===== config.mk =====
export PLATFORM = sky130hd
export DESIGN_NAME = tod_counter
export DESIGN_NICKNAME = d
export VERILOG_FILES = /design/src/rtl/tod_pkg.sv /design/src/rtl/tod_inc_cfg.sv /design/src/rtl/tod_slot.sv /design/src/rtl/tod_core.sv /design/src/rtl/tod_counter.sv
export SDC_FILE = /design/constraint.sdc
export NUM_CORES = 1
export LEC_CHECK = 0
export BUFFER_PORTS_ARGS = -buffer_cell sky130_fd_sc_hd__buf_2
export CELL_PAD_IN_SITES_DETAIL_PLACEMENT = 0
export CELL_PAD_IN_SITES_GLOBAL_PLACEMENT = 2
export CORE_MARGIN = 2
export CORE_UTILIZATION = 37
export DETAILED_ROUTE_END_ITERATION = 16
export PLACE_DENSITY = 0.81
export SLEW_MARGIN = 40
export SYNTH_ARGS = -nofsm -noshare
export SYNTH_HDL_FRONTEND = slang
export SYNTH_HIERARCHICAL = 1
export SYNTH_SLANG_ARGS = --single-unit

===== constraint.sdc =====
create_clock -name clk -period 13.25 [get_ports clk]
set_clock_uncertainty 0.1 [all_clocks]
set_input_delay 2.65 -clock clk [delete_from_list [all_inputs] [get_ports clk]]
set_output_delay 2.65 -clock clk [all_outputs]
set_load 0.01 [all_outputs]

===== src/rtl/tod_pkg.sv =====
package tod_pkg;

    localparam int SEC_W     = 48;
    localparam int NS_W      = 30;
    localparam int INC_W     = 64;
    localparam int INC_INT_W = 5;
    localparam int FRAC_W    = INC_W - INC_INT_W;
    localparam int ADDR_W    = 3;
    localparam int DATA_W    = 32;
    localparam int INC_WORDS = INC_W / DATA_W;
    localparam int SEC_HI_W  = SEC_W - DATA_W;
    localparam int NEG_LSB   = 4;

    localparam logic [INC_W-1:0] INC_NOMINAL = 64'h304D_4873_ECAD_E305;
    localparam logic [NS_W-1:0]  NS_PER_SEC  = 30'd1_000_000_000;
    localparam logic [NS_W-1:0]  DELTA_LIM   = 30'd500_000_000;

    typedef enum logic [2:0] {
        SLOT_IDLE  = 3'd0,
        SLOT_LOAD  = 3'd1,
        SLOT_SAVE  = 3'd2,
        SLOT_RSVD  = 3'd3,
        SLOT_DELTA = 3'd4
    } slot_e;

    typedef enum logic [ADDR_W-1:0] {
        REG_INC_LO = 3'd0,
        REG_INC_HI = 3'd1,
        REG_CTRL   = 3'd2,
        REG_ACT    = 3'd3,
        REG_SEC_HI = 3'd4,
        REG_SEC_LO = 3'd5,
        REG_NS     = 3'd6
    } reg_e;

    typedef struct packed {
        logic [SEC_W-1:0] sec;
        logic [NS_W-1:0]  ns;
    } tod_t;

    function automatic logic ns_is_neg(input logic [NS_W-1:0] ns);
        return &ns[NS_W-1:NEG_LSB];
    endfunction

    function automatic logic ns_loadable(input logic [NS_W-1:0] ns);
        return (ns < NS_PER_SEC) || ns_is_neg(ns);
    endfunction

    function automatic tod_t fold_neg(input tod_t t);
        tod_t r;
        r = t;
        if (ns_is_neg(t.ns)) begin
            r.sec = t.sec - 1'b1;
            r.ns  = (NS_PER_SEC - NS_W'(16)) + NS_W'(t.ns[NEG_LSB-1:0]);
        end
        return r;
    endfunction

    function automatic logic delta_ok(input logic [NS_W-1:0] d);
        logic signed [NS_W-1:0] s;
        s = $signed(d);
        return (s < $signed(DELTA_LIM)) && (s > -$signed(DELTA_LIM));
    endfunction

endpackage


===== src/rtl/tod_inc_cfg.sv =====
module tod_inc_cfg
    import tod_pkg::*;
#(
    parameter logic [INC_W-1:0] INC_RESET = INC_NOMINAL
) (
    input  logic                 clk,
    input  logic                 rst,
    input  logic [INC_WORDS-1:0] wr_word,
    input  logic [DATA_W-1:0]    wdata,
    input  logic                 hold_q,
    input  logic                 release_hold,
    output logic [INC_W-1:0]     inc_act
);

    logic [INC_W-1:0] shadow;

    for (genvar w = 0; w < INC_WORDS; w++) begin : g_word
        always_ff @(posedge clk) begin
            if (rst)
                shadow[w*DATA_W +: DATA_W] <= INC_RESET[w*DATA_W +: DATA_W];
            else if (hold_q && wr_word[w])
                shadow[w*DATA_W +: DATA_W] <= wdata;
        end
    end

    always_ff @(posedge clk) begin
        if (rst)
            inc_act <= INC_RESET;
        else if (release_hold)
            inc_act <= shadow;
    end

endmodule


===== src/rtl/tod_slot.sv =====
module tod_slot
    import tod_pkg::*;
(
    input  logic              clk,
    input  logic              rst,
    input  logic              wr_en,
    input  logic [ADDR_W-1:0] wr_addr,
    input  logic [DATA_W-1:0] wr_data,
    output tod_t              stage,
    output logic              do_load,
    output logic              do_save,
    output logic              do_delta
);

    slot_e held;
    slot_e code;
    logic  act_wr;
    logic  idle_wr;
    logic  held_idle;

    always_comb begin
        act_wr    = wr_en && (wr_addr == REG_ACT);
        code      = slot_e'(wr_data[2:0]);
        held_idle = (held == SLOT_IDLE);
        idle_wr   = act_wr && (code == SLOT_IDLE);
        do_save   = act_wr && (code == SLOT_SAVE);
        do_load   = act_wr && (code == SLOT_LOAD) && held_idle && ns_loadable(stage.ns);
        do_delta  = act_wr && (code == SLOT_DELTA) && held_idle && delta_ok(stage.ns);
    end

    always_ff @(posedge clk) begin
        if (rst)
            held <= SLOT_IDLE;
        else if (idle_wr || do_save || do_load || do_delta)
            held <= code;
    end

    always_ff @(posedge clk) begin
        if (rst) begin
            stage <= '0;
        end else if (wr_en) begin
            case (wr_addr)
                REG_SEC_HI: stage.sec[SEC_W-1:DATA_W] <= wr_data[SEC_HI_W-1:0];
                REG_SEC_LO: stage.sec[DATA_W-1:0]     <= wr_data;
                REG_NS:     stage.ns                  <= wr_data[NS_W-1:0];
                default: ;
            endcase
        end
    end

endmodule


===== src/rtl/tod_core.sv =====
module tod_core
    import tod_pkg::*;
(
    input  logic             clk,
    input  logic             rst,
    input  logic             run,
    input  logic [INC_W-1:0] inc,
    input  logic             do_load,
    input  logic             do_save,
    input  logic             do_delta,
    input  tod_t             stage,
    output tod_t             live,
    output tod_t             snap
);

    localparam int SW = NS_W + 2;
    localparam logic signed [SW-1:0] LIM = SW'(NS_PER_SEC);

    logic [FRAC_W-1:0]      frac;
    logic [FRAC_W:0]        frac_sum;
    logic [INC_INT_W:0]     step;
    logic signed [SW-1:0]   base_ns;
    logic signed [SW-1:0]   delta_ext;
    logic signed [SW-1:0]   ns_sum;
    tod_t                   nxt;
    logic [FRAC_W-1:0]      frac_nxt;

    always_comb begin
        frac_sum  = {1'b0, frac} + {1'b0, inc[FRAC_W-1:0]};
        step      = {1'b0, inc[INC_W-1:FRAC_W]} + (INC_INT_W+1)'(frac_sum[FRAC_W]);
        base_ns   = $signed({2'b00, live.ns}) + (run ? $signed(SW'(step)) : '0);
        delta_ext = do_delta ? SW'($signed(stage.ns)) : '0;
        ns_sum    = base_ns + delta_ext;
        frac_nxt  = run ? frac_sum[FRAC_W-1:0] : frac;
        nxt.sec   = live.sec;
        if (ns_sum < 0) begin
            nxt.ns  = NS_W'(ns_sum + LIM);
            nxt.sec = live.sec - 1'b1;
        end else if (ns_sum >= LIM) begin
            nxt.ns  = NS_W'(ns_sum - LIM);
            nxt.sec = live.sec + 1'b1;
        end else begin
            nxt.ns  = NS_W'(ns_sum);
        end
        if (do_load) begin
            nxt      = fold_neg(stage);
            frac_nxt = '0;
        end
    end

    always_ff @(posedge clk) begin
        if (rst) begin
            live <= '0;
            frac <= '0;
            snap <= '0;
        end else begin
            live <= nxt;
            frac <= frac_nxt;
            if (do_save)
                snap <= live;
        end
    end

endmodule


===== src/rtl/tod_counter.sv =====
module tod_counter
    import tod_pkg::*;
#(
    parameter logic [INC_W-1:0] INC_RESET = INC_NOMINAL
) (
    input  logic              clk,
    input  logic              rst,
    input  logic              wr_en,
    input  logic [ADDR_W-1:0] wr_addr,
    input  logic [DATA_W-1:0] wr_data,
    output logic [SEC_W-1:0]  tod_sec,
    output logic [NS_W-1:0]   tod_ns,
    output logic [SEC_W-1:0]  snap_sec,
    output logic [NS_W-1:0]   snap_ns
);

    logic                 run_q;
    logic                 hold_q;
    logic                 ctrl_wr;
    logic                 release_hold;
    logic [INC_WORDS-1:0] wr_word;
    logic [INC_W-1:0]     inc_act;
    tod_t                 stage;
    tod_t                 live;
    tod_t                 snap;
    logic                 do_load;
    logic                 do_save;
    logic                 do_delta;

    assign ctrl_wr      = wr_en && (wr_addr == REG_CTRL);
    assign release_hold = ctrl_wr && hold_q && !wr_data[1];

    for (genvar w = 0; w < INC_WORDS; w++) begin : g_sel
        assign wr_word[w] = wr_en && (wr_addr == ADDR_W'(int'(REG_INC_LO) + w));
    end

    always_ff @(posedge clk) begin
        if (rst) begin
            run_q  <= 1'b0;
            hold_q <= 1'b0;
        end else if (ctrl_wr) begin
            run_q  <= wr_data[0];
            hold_q <= wr_data[1];
        end
    end

    tod_inc_cfg #(.INC_RESET(INC_RESET)) u_inc (
        .clk          (clk),
        .rst          (rst),
        .wr_word      (wr_word),
        .wdata        (wr_data),
        .hold_q       (hold_q),
        .release_hold (release_hold),
        .inc_act      (inc_act)
    );

    tod_slot u_slot (
        .clk      (clk),
        .rst      (rst),
        .wr_en    (wr_en),
        .wr_addr  (wr_addr),
        .wr_data  (wr_data),
        .stage    (stage),
        .do_load  (do_load),
        .do_save  (do_save),
        .do_delta (do_delta)
    );

    tod_core u_core (
        .clk      (clk),
        .rst      (rst),
        .run      (run_q),
        .inc      (inc_act),
        .do_load  (do_load),
        .do_save  (do_save),
        .do_delta (do_delta),
        .stage    (stage),
        .live     (live),
        .snap     (snap)
    );

    assign tod_sec  = live.sec;
    assign tod_ns   = live.ns;
    assign snap_sec = snap.sec;
    assign snap_ns  = snap.ns;

endmodule


==> flow_metrics.py, run 1 <==
metrics = {
    "status": {
        "status": "finished clean",
    },
    "logic_synthesis": {
        "synth_edf_count": 0,
        "synth_cell_types": 103,
        "avgSynthCellArea_um2": 8.148,
        "synthTopCellsByCount": "426 x dfxtp_1, 346 x nand2_1, 322 x nor2_1",
        "ys_async_sr_fraction_pct": 0,
        "ys_seq_area_share_pct": 31.66,
        "synth.most_common_cell": "dfxtp_1",
        "synth_area_um2": 26940,
        "yosysWarnings": 6,
        "synth-seq-cells": 426,
        "synth_fp_nets": 3501,
        "ys.flop_type": "dfxtp_1",
        "synthDominantCellAreaShare_pct": 31.66,
        "yosysTopAreaCell": "dfxtp_1",
        "synth_area_leaders": "dfxtp_1 32%, ha_1 7.1%, mux2i_1 6.8%",
        "synthCells": 3306,
    },
    "detailed_routing": {
        "routed_wl_mm": 89.46,
        "via_per_inst": 5.679,
        "drc": 0,
        "drt_iter0_markers": 1846,
        "antenna_left": 0,
        "vias": 24960,
        "avgRoutedWirePerCell_um": 20.35,
        "drtPass1Iterations": 7,
    },
    "critical_path": {
        "crit_top_cell": "nor2_1",
        "cp.arrival_ps": 12390,
        "crit_type": "register to register",
        "worst_setup_path_start_kind": "register",
        "crit_slowest_cell": "a2111oi_0",
        "slowest_delay_ps": 640,
        "worstPathRequired_ps": 13620,
        "worst-path-max-fanout": 24,
        "end_kind": "register",
    },
    "worst_hold_path": {
        "hold_path.class": "register to register",
    },
    "timing": {
        "period_needed_ps": 12020,
        "layout_setup_ws_ps": 1230,
        "slew_headroom_pct": 44.41,
        "finalSetupViolCount": 0,
        "post-route-period-util_pct": 90.72,
        "hold_ws_ps": 353.4,
        "slew_viol_final": 0,
        "fmax_mhz": 83.20,
        "rsz0062_at_grt": "false",
        "fin_tns_setup_ps": 0,
        "hold_viol": 0,
        "worst_pin_slew_ps": 827.5,
    },
    "clocking": {
        "cts_buffers": 53,
        "ctsHoldBuffers": 0,
        "post-cts-setup-buffer-count": 0,
        "htree_levels": 2,
        "cts_tree": "yes",
        "clockBufferDepth": 3,
        "clockRootBuffer": "clkbuf_16",
        "worstSkewPairLatency_ps": 620,
        "cts.sinks": 426,
        "cts.clk_slew.worst_paths_ps": 60,
    },
    "floorplanning": {
        "initial_utilization_pct": 37.55,
        "rows": 98,
        "die_height_um": 273.8,
        "core_um2": 71730,
        "fp.dieW_um": 273.8,
        "dieArea_um2": 74980,
        "ios": 194,
    },
    "global_routing": {
        "grt_use_met2_pct": 39.26,
        "grt-ovfl-total": 0,
        "grt_max_degree": 103,
        "busiest_layer": "met2",
        "grt_pass1_vias": 23980,
        "grt_usage_pct": 23.11,
        "grt_pass1_wl_mm": 137.7,
        "antenna_found_initial": 7,
        "met1_usage_pct": 30.67,
        "use_met3_pct": 3.035,
    },
    "placement": {
        "portBuffers": 193,
        "place.gp.congestion": 0.8785,
        "hpwl_mm": 65.61,
        "placed_cells": 4297,
        "place_area_um2": 28530,
        "dp_slack_ps": 1054,
    },
    "cells_and_area": {
        "fin_area_um2": 30420,
        "drive_above_1_share_pct": 11.50,
        "fin_util_pct": 42.41,
        "fillCellCount": 7284,
        "stdcell_count": 4395,
        "nets": 3597,
        "syn_to_final_growth_pct": 12.95,
    },
    "power": {
        "p_int_mw": 2.307,
        "pwr-share-clk_pct": 51.7,
        "power.density_nw_per_um2": 99.35,
        "peakVddDrop_uv": 93.44,
        "p_sw_mw": 0.7156,
        "p_comb_share_pct": 5.1,
        "total_power_mw": 3.023,
        "switching_share_pct": 23.67,
        "sequentialPowerShare_pct": 43.2,
        "leakage_nw": 12.38,
    },
    "job": {
        "maxCapViolCount": 0,
    },
}
-- critical path: cells and delay by family (launching register included) --
family	cells	cell delay, ps
compound gates	24	6940
xor+xnor	2	270
fa+ha+maj	6	2110
buf+inv	3	740
flops	1	310
simple gates	11	1360
-- repair_timing --
item                                    CTS  global route
endpoints found under the setup margin    0             7
gates resized for setup                   0             1
hold endpoints to repair                  0             0
-- metal layers --
metal / wire length [um] / vias to the layer above / share of wire, %
met5: 25 / - / 0.028
met4: 2042 / 4 / 2.3
met3: 4183 / 132 / 4.7
li1: - / 12160 / -
met1: 40780 / 12040 / 46
met2: 42430 / 623 / 47
-- layout make-up --
type / instances / area (um^2) / area share, %
inverter: 78 / 294.0 / 0.9664
tap: 950 / 1189 / 3.907
sequential: 426 / 8531 / 28.04
clock buffer: 71 / 1464 / 4.812
multi-input combinational: 2614 / 17280 / 56.79
antenna: 3 / 7.507 / 0.02468
timing repair buffer: 229 / 1254 / 4.121
clock inverter: 24 / 406.6 / 1.337
-- state kept, by name, indices dropped and copies added, names as in the netlist --
| register | flops |
|---|---|
| u_inc/shadow | 64 |
| u_core/frac | 59 |
| u_slot/stage | 78 |
| hold_q | 1 |
| u_core/live | 78 |
| u_inc/inc_act | 64 |
| u_core/snap | 78 |
| run_q | 1 |
| u_slot/held | 3 |
-- power groups by stage --
stage	clock network (mW)	registers [mW]	logic, mW
after CTS	1.60	1.30	0.153
final	1.56	1.31	0.154
after detailed placement	0	1.33	0.152
after floorplan	0	1.33	0.0984
after global placement	0	1.33	0.151
after global routing	1.66	1.31	0.167
-- layout by cell type (no fill, tap or decap), types with 20 or more instances in the layout --
master	n
nand2b_1	43
nor3_1	48
buf_4	34
dfxtp_1	424
a31oi_1	54
mux2i_1	182
a211oi_1	48
or3_1	29
clkbuf_16	53
nand3_1	106
a21o_1	92
ha_1	153
xnor2_1	123
buf_2	192
nor4_1	29
a211o_1	59
xor2_1	63
nor2_1	320
nor2b_1	45
nand4_1	48
a21oi_1	288
o21a_1	28
nand2_1	345
o21bai_1	20
inv_1	76
and3_1	52
o21ai_0	94
and2_1	45
-- cell families after synthesis --
logic type | Yosys count | synth area share (%)
flip-flops | 426 | 31.66
AND/OR/NAND/NOR | 1207 | 21.89
buffers and inverters | 266 | 4.445
AO/OA/AOI/OAI | 881 | 21.73
XOR/XNOR | 187 | 6.108
adder cells (fa/ha/maj) | 157 | 7.404
multiplexers | 182 | 6.763
-- worst paths after layout --
check	startpoint	endpoint	slack, ps	depth (start not counted)
worst min-delay path	u_inc/shadow[23]$_SDFFE_PP1P_	u_inc/inc_act[23]$_SDFFE_PP1P_	350	1
worst min register to register	u_inc/shadow[23]$_SDFFE_PP1P_	u_inc/inc_act[23]$_SDFFE_PP1P_	350	1
worst max register to register	u_inc/inc_act[42]$_SDFFE_PP0P_	u_core/live[66]$_SDFFE_PP0P_	1230	46
worst max-delay path	u_inc/inc_act[42]$_SDFFE_PP0P_	u_core/live[66]$_SDFFE_PP0P_	1230	46
Power figures use the tool's default switching activity.
==> run 2: changes to the inputs <==
--- a/config.mk
+++ b/config.mk
@@ -11,7 +11,7 @@
 export CORE_MARGIN = 2
 export CORE_UTILIZATION = 37
 export DETAILED_ROUTE_END_ITERATION = 16
-export PLACE_DENSITY = 0.81
+export PLACE_DENSITY = 0.84
 export SLEW_MARGIN = 40
 export SYNTH_ARGS = -nofsm -noshare
 export SYNTH_HDL_FRONTEND = slang
==> run 2 against run 1 <==
Die area unchanged; sequential share of layout area about the same; utilization about the same; first-iteration DRC count down 0.87%; design area about the same; total power down 1.4%; clock-buffer cell count down 1; global-route usage up 0.14 points; flip-flop and latch count unchanged; combinational power about the same; largest power group unchanged; highest routed layer unchanged.
==> flow_metrics.py, run 2 (synthesis results as in run 1) <==
metrics = {
    "global_routing": {
        "grt_pass1_wl_mm": 139.3,
        "grt-ovfl-total": 0,
        "grt_usage_pct": 23.24,
        "grt_max_degree": 162,
        "grt_pass1_vias": 24150,
        "antenna_found_initial": 6,
    },
    "clocking": {
        "ctsResizeCount": 0,
        "clockBufferDepth": 3,
        "cts.clk_slew.worst_paths_ps": 60,
        "cts_tree": "yes",
        "cts_buffers": 51,
        "cts.sinks": 426,
        "clockRootBuffer": "clkbuf_16",
        "ctsHoldBuffers": 0,
        "htree_levels": 2,
        "worstSkewPairLatency_ps": 610,
        "post-cts-setup-buffer-count": 0,
    },
    "timing": {
        "fmax_mhz": 81.97,
        "worst_pin_slew_ps": 862.8,
        "slew_headroom_pct": 42.27,
        "post-route-period-util_pct": 92.08,
        "slew_viol_final": 0,
        "hold_viol": 0,
        "hold_ws_ps": 360.6,
        "period_needed_ps": 12200,
        "fin_tns_setup_ps": 0,
        "rsz0062_at_grt": "false",
        "finalSetupViolCount": 0,
    },
    "cells_and_area": {
        "fillCellCount": 7274,
        "multi_input_area_um2": 17280,
        "layout_commonest_cell": "dfxtp_1",
        "nets": 3598,
        "stdcell_count": 4391,
        "syn_to_final_growth_pct": 12.93,
        "drive_above_1_share_pct": 11.42,
        "layout_common_cells": "424 x dfxtp_1, 345 x nand2_1, 320 x nor2_1",
        "fin_util_pct": 42.41,
        "top_regs": "u_core/live: 78 flops, u_core/snap: 78 flops, u_slot/stage: 78 flops",
        "seq_area_um2": 8531,
    },
    "status": {
        "status": "finished clean",
    },
    "detailed_routing": {
        "via_per_inst": 5.674,
        "antenna_left": 0,
        "vias": 24920,
        "drt_iter0_markers": 1830,
        "drc": 0,
        "drtPass1Iterations": 5,
        "avgRoutedWirePerCell_um": 20.35,
        "routed_wl_mm": 89.38,
    },
    "power": {
        "peakVddDrop_uv": 97.34,
        "leakage_nw": 12.37,
        "p_comb_share_pct": 5.2,
        "switching_share_pct": 23.66,
        "sequentialPowerShare_pct": 43.7,
        "power.density_nw_per_um2": 98.02,
        "p_int_mw": 2.276,
        "pwr-share-clk_pct": 51.1,
        "p_sw_mw": 0.7053,
    },
    "worst_hold_path": {
        "hold_path.class": "register to register",
        "holdPathStages": 1,
    },
    "critical_path": {
        "crit_type": "register to register",
        "slowest_delay_ps": 680,
        "cp.arrival_ps": 12630,
        "worst-path-max-fanout": 16,
        "reg2reg_depth": 48,
        "worstPathRequired_ps": 13680,
        "crit_top_cell": "a21oi_1",
        "end_kind": "register",
        "crit_slowest_cell": "a2111oi_0",
        "worst_setup_path_start_kind": "register",
    },
    "floorplanning": {
        "die_height_um": 273.8,
        "initial_utilization_pct": 37.55,
        "rows": 98,
        "dieArea_um2": 74980,
        "fp.dieW_um": 273.8,
        "ios": 194,
        "core_um2": 71730,
    },
    "placement": {
        "placed_cells": 4299,
        "hpwl_mm": 64.83,
        "place.gp.congestion": 0.8915,
        "portBuffers": 193,
    },
    "job": {
        "maxCapViolCount": 0,
    },
}
[run 2: changes by cell type in the layout (fill, tap and decap cells not counted), moves of 2 or more]
cell      change
clkinv_2      -3
buf_12        +2
diode_2       -2
inv_6         -2
[run 2: cell type report]
| class | count | share of cell area (%) |
|---|---|---|
| Multi-Input combinational cell | 2614 | 56.79 |
| Sequential cell | 426 | 28.04 |
| Clock buffer | 70 | 4.763 |
| Timing Repair Buffer | 232 | 4.356 |
| Tap cell | 950 | 3.907 |
| Clock inverter | 20 | 1.172 |
| Inverter | 78 | 0.9624 |
| Antenna cell | 1 | 0.008226 |
[run 2: worst paths after layout]
| path | from | end | slack, ps |
|---|---|---|---|
| worst min-delay path | u_inc/shadow[26]$_SDFFE_PP1P_ | u_inc/shadow[26]$_SDFFE_PP1P_ | 360 |
| worst max-delay path | u_inc/inc_act[42]$_SDFFE_PP0P_ | u_core/live[76]$_SDFFE_PP0P_ | 1050 |
| worst max register to register | u_inc/inc_act[42]$_SDFFE_PP0P_ | u_core/live[76]$_SDFFE_PP0P_ | 1050 |
| worst min register to register | u_inc/shadow[26]$_SDFFE_PP1P_ | u_inc/shadow[26]$_SDFFE_PP1P_ | 360 |
[run 2: per-layer routing]
layer / part of all wire [%] / GRT usage [%] / vias up
met5: 0.048 / 0 / -
met4: 2.5 / 6.399 / 8
met3: 4.6 / 2.719 / 130
met2: 47 / 39.43 / 626
met1: 46 / 31.00 / 12030
li1: - / - / 12130
[run 2: power groups by stage]
stage	Combinational (mW)	Clock, mW	Sequential [mW]
detailed placement	0.153	0	1.33
global route	0.168	1.61	1.31
global placement	0.151	0	1.33
floorplan	0.0984	0	1.33
finish	0.155	1.52	1.30
CTS	0.153	1.57	1.30
[run 2: critical path: cells and delay by family (launching register included)]
family                   cells  cell delay, ps
buffers and inverters        5            1120
flip-flops                   1             310
adder cells (fa/ha/maj)      6            2010
AO/OA/AOI/OAI               25            7000
AND/OR/NAND/NOR             10            1320
XOR/XNOR                     2             220
[run 2: metrics by stage]
stage               worst slack (ps)  power [mW]  area [um^2]
finish                          1050       2.982        30420
global route                   26.04       3.082        30420
CTS                             1031       3.025        30380
detailed placement              1115       1.485        28570
global placement                1196       1.483        28550
floorplan                       1801       1.426        26940
